===== src/rtl/tws_pkg.sv =====
package tws_pkg;

  typedef enum logic {
    LEAD_CAPTURE = 1'b0,
    LEAD_SHIFT   = 1'b1
  } edge_mode_e;

  typedef enum logic {
    SRC_PIN    = 1'b0,
    SRC_STROBE = 1'b1
  } clk_src_e;

  typedef struct packed {
    logic rise;
    logic fall;
  } sclk_ev_t;

endpackage


===== src/rtl/tws_sync.sv =====
module tws_sync #(
  parameter int STAGES = 2,
  parameter int W      = 1
) (
  input  logic         clk,
  input  logic         rst_n,
  input  logic [W-1:0] d,
  output logic [W-1:0] q
);

  logic [W-1:0] stage [STAGES];

  always_ff @(posedge clk or negedge rst_n) begin
    if (!rst_n) stage[0] <= '0;
    else        stage[0] <= d;
  end

  for (genvar g = 1; g < STAGES; g++) begin : g_stage
    always_ff @(posedge clk or negedge rst_n) begin
      if (!rst_n) stage[g] <= '0;
      else        stage[g] <= stage[g-1];
    end
  end

  assign q = stage[STAGES-1];

endmodule


===== src/rtl/tws_clk_src.sv =====
module tws_clk_src
  import tws_pkg::*;
(
  input  logic     clk,
  input  logic     rst_n,
  input  clk_src_e src,
  input  logic     toggle_stb,
  input  logic     sclk_sync,
  output logic     sclk_out,
  output sclk_ev_t ev
);

  logic sclk_prev;

  always_ff @(posedge clk or negedge rst_n) begin
    if (!rst_n) sclk_prev <= 1'b0;
    else        sclk_prev <= sclk_sync;
  end

  always_ff @(posedge clk or negedge rst_n) begin
    if (!rst_n)                              sclk_out <= 1'b0;
    else if (src == SRC_STROBE && toggle_stb) sclk_out <= ~sclk_out;
  end

  always_comb begin
    if (src == SRC_STROBE) begin
      ev.rise = toggle_stb & ~sclk_out;
      ev.fall = toggle_stb &  sclk_out;
    end else begin
      ev.rise =  sclk_sync & ~sclk_prev;
      ev.fall = ~sclk_sync &  sclk_prev;
    end
  end

endmodule


===== src/rtl/tws_shifter.sv =====
module tws_shifter #(
  parameter int DW = 8
) (
  input  logic          clk,
  input  logic          rst_n,
  input  logic          load,
  input  logic [DW-1:0] load_data,
  input  logic          capture_ev,
  input  logic          shift_ev,
  input  logic          din,
  output logic [DW-1:0] shreg,
  output logic          dout
);

  logic held_bit;

  function automatic logic [DW-1:0] shift_in(input logic [DW-1:0] cur, input logic b);
    return {cur[DW-2:0], b};
  endfunction

  always_ff @(posedge clk or negedge rst_n) begin
    if (!rst_n)          held_bit <= 1'b0;
    else if (capture_ev) held_bit <= din;
  end

  always_ff @(posedge clk or negedge rst_n) begin
    if (!rst_n)        shreg <= '0;
    else if (load)     shreg <= load_data;
    else if (shift_ev) shreg <= shift_in(shreg, held_bit);
  end

  assign dout = shreg[DW-1];

endmodule


===== src/rtl/tws_edge_counter.sv =====
module tws_edge_counter #(
  parameter int CW = 4
) (
  input  logic          clk,
  input  logic          rst_n,
  input  logic          clr,
  input  logic          step,
  output logic [CW-1:0] cnt,
  output logic          ovf
);

  logic wrap;

  function automatic logic [CW-1:0] cnt_next(input logic [CW-1:0] c);
    return c + CW'(1);
  endfunction

  assign wrap = step && (cnt == {CW{1'b1}});

  always_ff @(posedge clk or negedge rst_n) begin
    if (!rst_n)    cnt <= '0;
    else if (clr)  cnt <= '0;
    else if (step) cnt <= cnt_next(cnt);
  end

  always_ff @(posedge clk or negedge rst_n) begin
    if (!rst_n)     ovf <= 1'b0;
    else if (clr)   ovf <= 1'b0;
    else if (wrap)  ovf <= 1'b1;
  end

endmodule


===== src/rtl/tw_shift_unit.sv =====
module tw_shift_unit
  import tws_pkg::*;
#(
  parameter int DW          = 8,
  parameter int SYNC_STAGES = 2,
  localparam int CW         = $clog2(2 * DW)
) (
  input  logic          clk,
  input  logic          rst_n,
  input  logic          wr_data_en,
  input  logic [DW-1:0] wr_data,
  output logic [DW-1:0] rd_data,
  input  logic          edge_mode,
  input  logic          clk_src,
  input  logic          toggle_stb,
  input  logic          stat_clr,
  input  logic          irq_en,
  input  logic          sclk_in,
  input  logic          sdi,
  output logic          sclk_out,
  output logic          sdo,
  output logic [CW-1:0] edge_cnt,
  output logic          ovf_flag,
  output logic          irq
);

  logic [1:0] pins_sync;
  logic       sclk_sync;
  logic       sdi_sync;
  sclk_ev_t   sclk_ev;
  logic       edge_ev;
  logic       sample_ev;
  logic       shift_ev;
  edge_mode_e mode;
  clk_src_e   src;

  assign mode = edge_mode_e'(edge_mode);
  assign src  = clk_src_e'(clk_src);

  tws_sync #(.STAGES(SYNC_STAGES), .W(2)) u_sync (
    .clk   (clk),
    .rst_n (rst_n),
    .d     ({sclk_in, sdi}),
    .q     (pins_sync)
  );

  assign sclk_sync = pins_sync[1];
  assign sdi_sync  = pins_sync[0];

  tws_clk_src u_clk_src (
    .clk        (clk),
    .rst_n      (rst_n),
    .src        (src),
    .toggle_stb (toggle_stb),
    .sclk_sync  (sclk_sync),
    .sclk_out   (sclk_out),
    .ev         (sclk_ev)
  );

  assign edge_ev   = sclk_ev.rise | sclk_ev.fall;
  assign sample_ev = (mode == LEAD_CAPTURE) ? sclk_ev.rise : sclk_ev.fall;
  assign shift_ev  = (mode == LEAD_CAPTURE) ? sclk_ev.fall : sclk_ev.rise;

  tws_shifter #(.DW(DW)) u_shifter (
    .clk        (clk),
    .rst_n      (rst_n),
    .load       (wr_data_en),
    .load_data  (wr_data),
    .capture_ev (sample_ev),
    .shift_ev   (shift_ev),
    .din        (sdi_sync),
    .shreg      (rd_data),
    .dout       (sdo)
  );

  tws_edge_counter #(.CW(CW)) u_counter (
    .clk   (clk),
    .rst_n (rst_n),
    .clr   (stat_clr),
    .step  (edge_ev),
    .cnt   (edge_cnt),
    .ovf   (ovf_flag)
  );

  assign irq = ovf_flag & irq_en;

endmodule


===== config.mk =====
export PLATFORM = sky130hd
export DESIGN_NAME = tw_shift_unit
export DESIGN_NICKNAME = d
export VERILOG_FILES = /design/src/rtl/tws_pkg.sv /design/src/rtl/tws_sync.sv /design/src/rtl/tws_clk_src.sv /design/src/rtl/tws_shifter.sv /design/src/rtl/tws_edge_counter.sv /design/src/rtl/tw_shift_unit.sv
export SDC_FILE = /design/constraint.sdc
export NUM_CORES = 1
export LEC_CHECK = 0
export BUFFER_PORTS_ARGS = -buffer_cell sky130_fd_sc_hd__buf_2
export CELL_PAD_IN_SITES_DETAIL_PLACEMENT = 1
export CELL_PAD_IN_SITES_GLOBAL_PLACEMENT = 2
export CORE_ASPECT_RATIO = 0.5
export CORE_MARGIN = 1.5
export CORE_UTILIZATION = 26
export CTS_CLUSTER_SIZE = 12
export DETAILED_ROUTE_END_ITERATION = 7
export GPL_ROUTABILITY_DRIVEN = 0
export MAX_ROUTING_LAYER = met4
export PLACE_DENSITY = 0.71
export SYNTH_ARGS = -nofsm -noshare
export SYNTH_HDL_FRONTEND = slang
export SYNTH_SLANG_ARGS = --single-unit

===== constraint.sdc =====
create_clock -name clk -period 1.49 [get_ports clk]
set_input_delay 0 -clock clk [delete_from_list [all_inputs] [get_ports clk]]
set_output_delay 0 -clock clk [all_outputs]
set_load 0.01 [all_outputs]

==> report_table.html <==
<table>
<tr><th>Metric</th><th>Value</th></tr>
<tr><th colspan="2">Timing</th></tr>
<tr><td>Endpoints failing setup</td><td>0</td></tr>
<tr><td>Relative slew margins</td><td>about 70%</td></tr>
<tr><td>Min Tclk post-route</td><td>1.467 ns</td></tr>
<tr><td>Minimum hold slack</td><td>between 0.02 and 0.03 ns</td></tr>
<tr><td>Final hold violation count</td><td>0</td></tr>
<tr><td>Achievable frequency</td><td>0.6818 GHz</td></tr>
<tr><td>Skew final</td><td>about 0.0022 ns</td></tr>
<tr><td>Post-route fraction of the period consumed by the critical path</td><td>98.44%</td></tr>
<tr><td>Slew at the pin closest to its max-slew limit</td><td>between 0.4 and 0.5 ns</td></tr>
<tr><td>Minimum setup slack in the final design</td><td>0.02331 ns</td></tr>
<tr><td>Max-slew violation total from the final report</td><td>0</td></tr>
<tr><td>Total negative slack for setup checks</td><td>0 ns</td></tr>
<tr><td>Unrepaired setup endpoints after global routing</td><td>true</td></tr>
<tr><th colspan="2">Final layout</th></tr>
<tr><td>Highest-count cells in the layout ignoring fill and taps</td><td>buf_2, dfrtp_1, dlygate4sd3_1, nand2_1</td></tr>
<tr><td>Layout cells sized above 1</td><td>38.76%</td></tr>
<tr><td>Fillers</td><td>360</td></tr>
<tr><td>Area of all placed cells without fillers</td><td>between 0.001 and 0.0015 mm2</td></tr>
<tr><td>Antenna diodes</td><td>0</td></tr>
<tr><td>Layout Nets</td><td>about 150</td></tr>
<tr><td>Seq. cell area</td><td>~500 um2</td></tr>
<tr><td>Most common cell after layout, fill and taps aside</td><td>buf_2</td></tr>
<tr><td>Layout area overhead</td><td>53.92%</td></tr>
<tr><td>Multi-input gate area</td><td>about 400 um2</td></tr>
<tr><th colspan="2">Synth</th></tr>
<tr><td>Mean cell area of the mapped netlist</td><td>about 11 um2</td></tr>
<tr><td>Flops &amp; latches, synth</td><td>20</td></tr>
<tr><td>Post-Synthesis Net Count</td><td>97</td></tr>
<tr><td>Combined area of all synthesized cells</td><td>around 890 um2</td></tr>
<tr><td>Unique cell type count in the Yosys netlist</td><td>24</td></tr>
<tr><td>Number of cells produced by synthesis</td><td>78</td></tr>
<tr><td>Sequential element share of the synthesized area</td><td>~56%</td></tr>
<tr><td>Syn. warnings</td><td>0</td></tr>
<tr><th colspan="2">Setup path</th></tr>
<tr><td>CP Cell Sequence</td><td>nor4bb_2 &gt; a211oi_4 &gt; buf_12 &gt; mux2i_1 &gt; o21ai_1</td></tr>
<tr><td>Arrival time worst endpoint</td><td>about 1.6 ns</td></tr>
<tr><td>Sum of buffers and inverters on the critical path</td><td>1</td></tr>
<tr><td>CP delay by family, top</td><td>flip-flops</td></tr>
<tr><td>Element type at the critical path end</td><td>register</td></tr>
<tr><td>Required time reported for the critical path endpoint</td><td>about 1.6 ns</td></tr>
<tr><td>Startpoint type of the worst setup path</td><td>register</td></tr>
<tr><td>Critical path start-end classification</td><td>reg2reg</td></tr>
<tr><td>Slowest cell on the critical path</td><td>dfrtp_2</td></tr>
<tr><td>Slowest Stage Delay on Critical Path</td><td>approximately 0.47 ns</td></tr>
<tr><td>Biggest fanout along the worst timing path</td><td>8</td></tr>
<tr><th colspan="2">Power and ir drop</th></tr>
<tr><td>Maximum vdd drop</td><td>approximately 0.30 mV</td></tr>
<tr><td>Total power draw</td><td>about 1.6 mW</td></tr>
<tr><td>Leak</td><td>around 0.68 nW</td></tr>
<tr><td>Power Dens Cells</td><td>1199 mW/mm2</td></tr>
<tr><th colspan="2">Detailed routing</th></tr>
<tr><td>DRT Wirelength</td><td>roughly 2.3 mm</td></tr>
<tr><td>DR vias</td><td>between 700 and 800</td></tr>
<tr><td>Detailed router's first-iteration violation count</td><td>4</td></tr>
<tr><td>Drt via density</td><td>4.521</td></tr>
<tr><td>Post-route DRC</td><td>0</td></tr>
<tr><td>Post-route ant nets</td><td>0</td></tr>
<tr><td>Total iterations of the first detailed-routing run</td><td>2</td></tr>
<tr><td>Routed len/inst</td><td>between 10 and 15 um</td></tr>
<tr><th colspan="2">CTS</th></tr>
<tr><td>Clock slew at reported path FFs</td><td>approximately 0.070 ns</td></tr>
<tr><td>CTS buffer count</td><td>3</td></tr>
<tr><td>Root buffer cell</td><td>clkbuf_8</td></tr>
<tr><td>Maximum clock path buffer count</td><td>2</td></tr>
<tr><td>TritonCTS clock tree</td><td>done</td></tr>
<tr><td>Max H-tree Level</td><td>1</td></tr>
<tr><td>Number of clock sinks</td><td>20</td></tr>
<tr><td>Worst skew pair latency</td><td>roughly 0.26 ns</td></tr>
<tr><th colspan="2">Die</th></tr>
<tr><td>Width of the die</td><td>between 80 and 90 um</td></tr>
<tr><td>I/O pin total</td><td>34</td></tr>
<tr><td>Number of rows created at floorplan</td><td>14</td></tr>
<tr><td>Core Box Area</td><td>~0.0031 mm2</td></tr>
<tr><td>Chip height</td><td>roughly 44 um</td></tr>
<tr><td>Starting Density</td><td>roughly 28%</td></tr>
<tr><td>Die footprint</td><td>approximately 0.0038 mm2</td></tr>
<tr><th colspan="2">Place</th></tr>
<tr><td>Setup slack after placement</td><td>-0.08511 ns</td></tr>
<tr><td>DPL Wire Length</td><td>approximately 1.5 mm</td></tr>
<tr><td>Number of port buffers</td><td>33</td></tr>
<tr><td>Cell area after placement</td><td>around 0.0011 mm2</td></tr>
<tr><th colspan="2">Global routing</th></tr>
<tr><td>Antenna violations before repair</td><td>0</td></tr>
<tr><td>Via count of the first global-routing pass</td><td>796</td></tr>
<tr><td>Largest net degree at the start of global routing</td><td>21</td></tr>
<tr><td>GR Overflow Total</td><td>0</td></tr>
<tr><td>Global-route wire length before repair</td><td>3.643 mm</td></tr>
<tr><td>Overall routing resource usage</td><td>a little over an eighth</td></tr>
<tr><th colspan="2">Status</th></tr>
<tr><td>Result of the run</td><td>finished clean</td></tr>
<tr><th colspan="2">Hold path</th></tr>
<tr><td>HP Class</td><td>in2reg</td></tr>
<tr><th colspan="2">Flow run</th></tr>
<tr><td>Max Cap Violations</td><td>0</td></tr>
</table>
-- state kept, by name, indices dropped and copies added, names as in the netlist --
name,cells
u_shifter.shreg,8
u_counter.cnt,4
u_sync.q,2
u_sync.stage,2
u_clk_src.sclk_out,1
u_clk_src.sclk_prev,1
u_counter.ovf,1
u_shifter.held_bit,1
-- layout make-up --
class | instances | area share [%]
Clock buffer | 3 | 3.003
Multi-Input combinational cell | 54 | 29.85
Tap cell | 40 | 3.640
Sequential cell | 20 | 36.67
Clock inverter | 1 | 2.184
Timing Repair Buffer | 49 | 24.11
Inverter | 2 | 0.5460
-- synthesized netlist by cell type --
| library cell | instances | share of area, % |
|---|---|---|
| mux2i_1 | 9 | 10 |
| o22ai_1 | 1 | 0.70 |
| mux2_2 | 1 | 1.3 |
| a21oi_1 | 3 | 1.7 |
| o31ai_1 | 1 | 0.84 |
| nor4bb_1 | 1 | 1.1 |
| or4_1 | 1 | 0.84 |
| o211ai_1 | 1 | 0.84 |
| buf_1 | 1 | 0.42 |
| nor2_1 | 4 | 1.7 |
| nor4b_1 | 1 | 0.98 |
| and3b_1 | 1 | 0.98 |
| nand4b_1 | 1 | 0.98 |
| xor2_1 | 3 | 2.9 |
| a211oi_4 | 1 | 2.2 |
| nand2_1 | 10 | 4.2 |
| buf_4 | 1 | 0.84 |
| nand2b_1 | 1 | 0.70 |
| and2_1 | 2 | 1.4 |
| ha_1 | 1 | 1.4 |
| dfrtp_1 | 20 | 56 |
| o21ai_1 | 9 | 5.0 |
| inv_1 | 2 | 0.84 |
| xnor2_1 | 2 | 2.0 |
-- report_power, final --
group          leakage (nW)  internal (mW)  switching (mW)
combinational         0.402          0.223           0.193
sequential            0.244          0.620          0.0676
clock                0.0357          0.359           0.187
-- what timing repair did --
item | in CTS | in global routing
gates cloned | 0 | 0
pin swaps | 0 | 1
setup buffers | 0 | 1
hold endpoints to repair | 35 | 0
hold buffers | 12 | 0
resized for setup | 2 | 5
setup endpoints to repair | 8 | 10
-- tightest hold or removal path, cell delays in order --
cell,delay [ns]
buf_2,0.11
nand2_1,0.08
xnor2_1,0.06
-- layer usage --
| metal | GRT usage, % | wire length, um | vias up |
|---|---|---|---|
| li1 | - | - | 373 |
| met1 | 13.87 | 984 | 375 |
| met2 | 24.41 | 1188 | 12 |
| met3 | 3.918 | 58 | 4 |
| met4 | 6.774 | 42 | 0 |
| met5 | - | 0 | - |
-- kinds of logic after synthesis --
logic type | count (synthesis) | synth area share (%)
AND/OR/NAND/NOR | 22 | 12.89
flip-flops | 20 | 56.02
AO/OA/AOI/OAI | 16 | 11.34
multiplexers | 10 | 11.34
XOR/XNOR | 5 | 4.903
buffers and inverters | 4 | 2.101
adder cells (fa/ha/maj) | 1 | 1.400
-- per-stage QoR --
step	std cells	utilization (%)
floorplan	78	-
global placement	152	36.39
detailed placement	152	36.39
CTS	168	42.90
global route	169	43.85
finish	169	43.85
-- final timing paths --
kind	start	to	slack (ns)	cells after the start
max	u_sync.q[1]$_DFF_PN0_	u_shifter.shreg[1]$_DFFE_PN0P_	0.02	5
min	toggle_stb	u_clk_src.sclk_out$_DFFE_PN0P_	0.03	3
max reg2reg	u_sync.q[1]$_DFF_PN0_	u_shifter.shreg[1]$_DFFE_PN0P_	0.02	5
min reg2reg	u_sync.stage[2]$_DFF_PN0_	u_sync.q[0]$_DFF_PN0_	0.35	0
max in group asynchronous	rst_n	u_clk_src.sclk_prev$_DFF_PN0_	0.94	2
min in group asynchronous	rst_n	u_shifter.shreg[2]$_DFFE_PN0P_	0.22	2
Power figures use the tool's default switching activity.
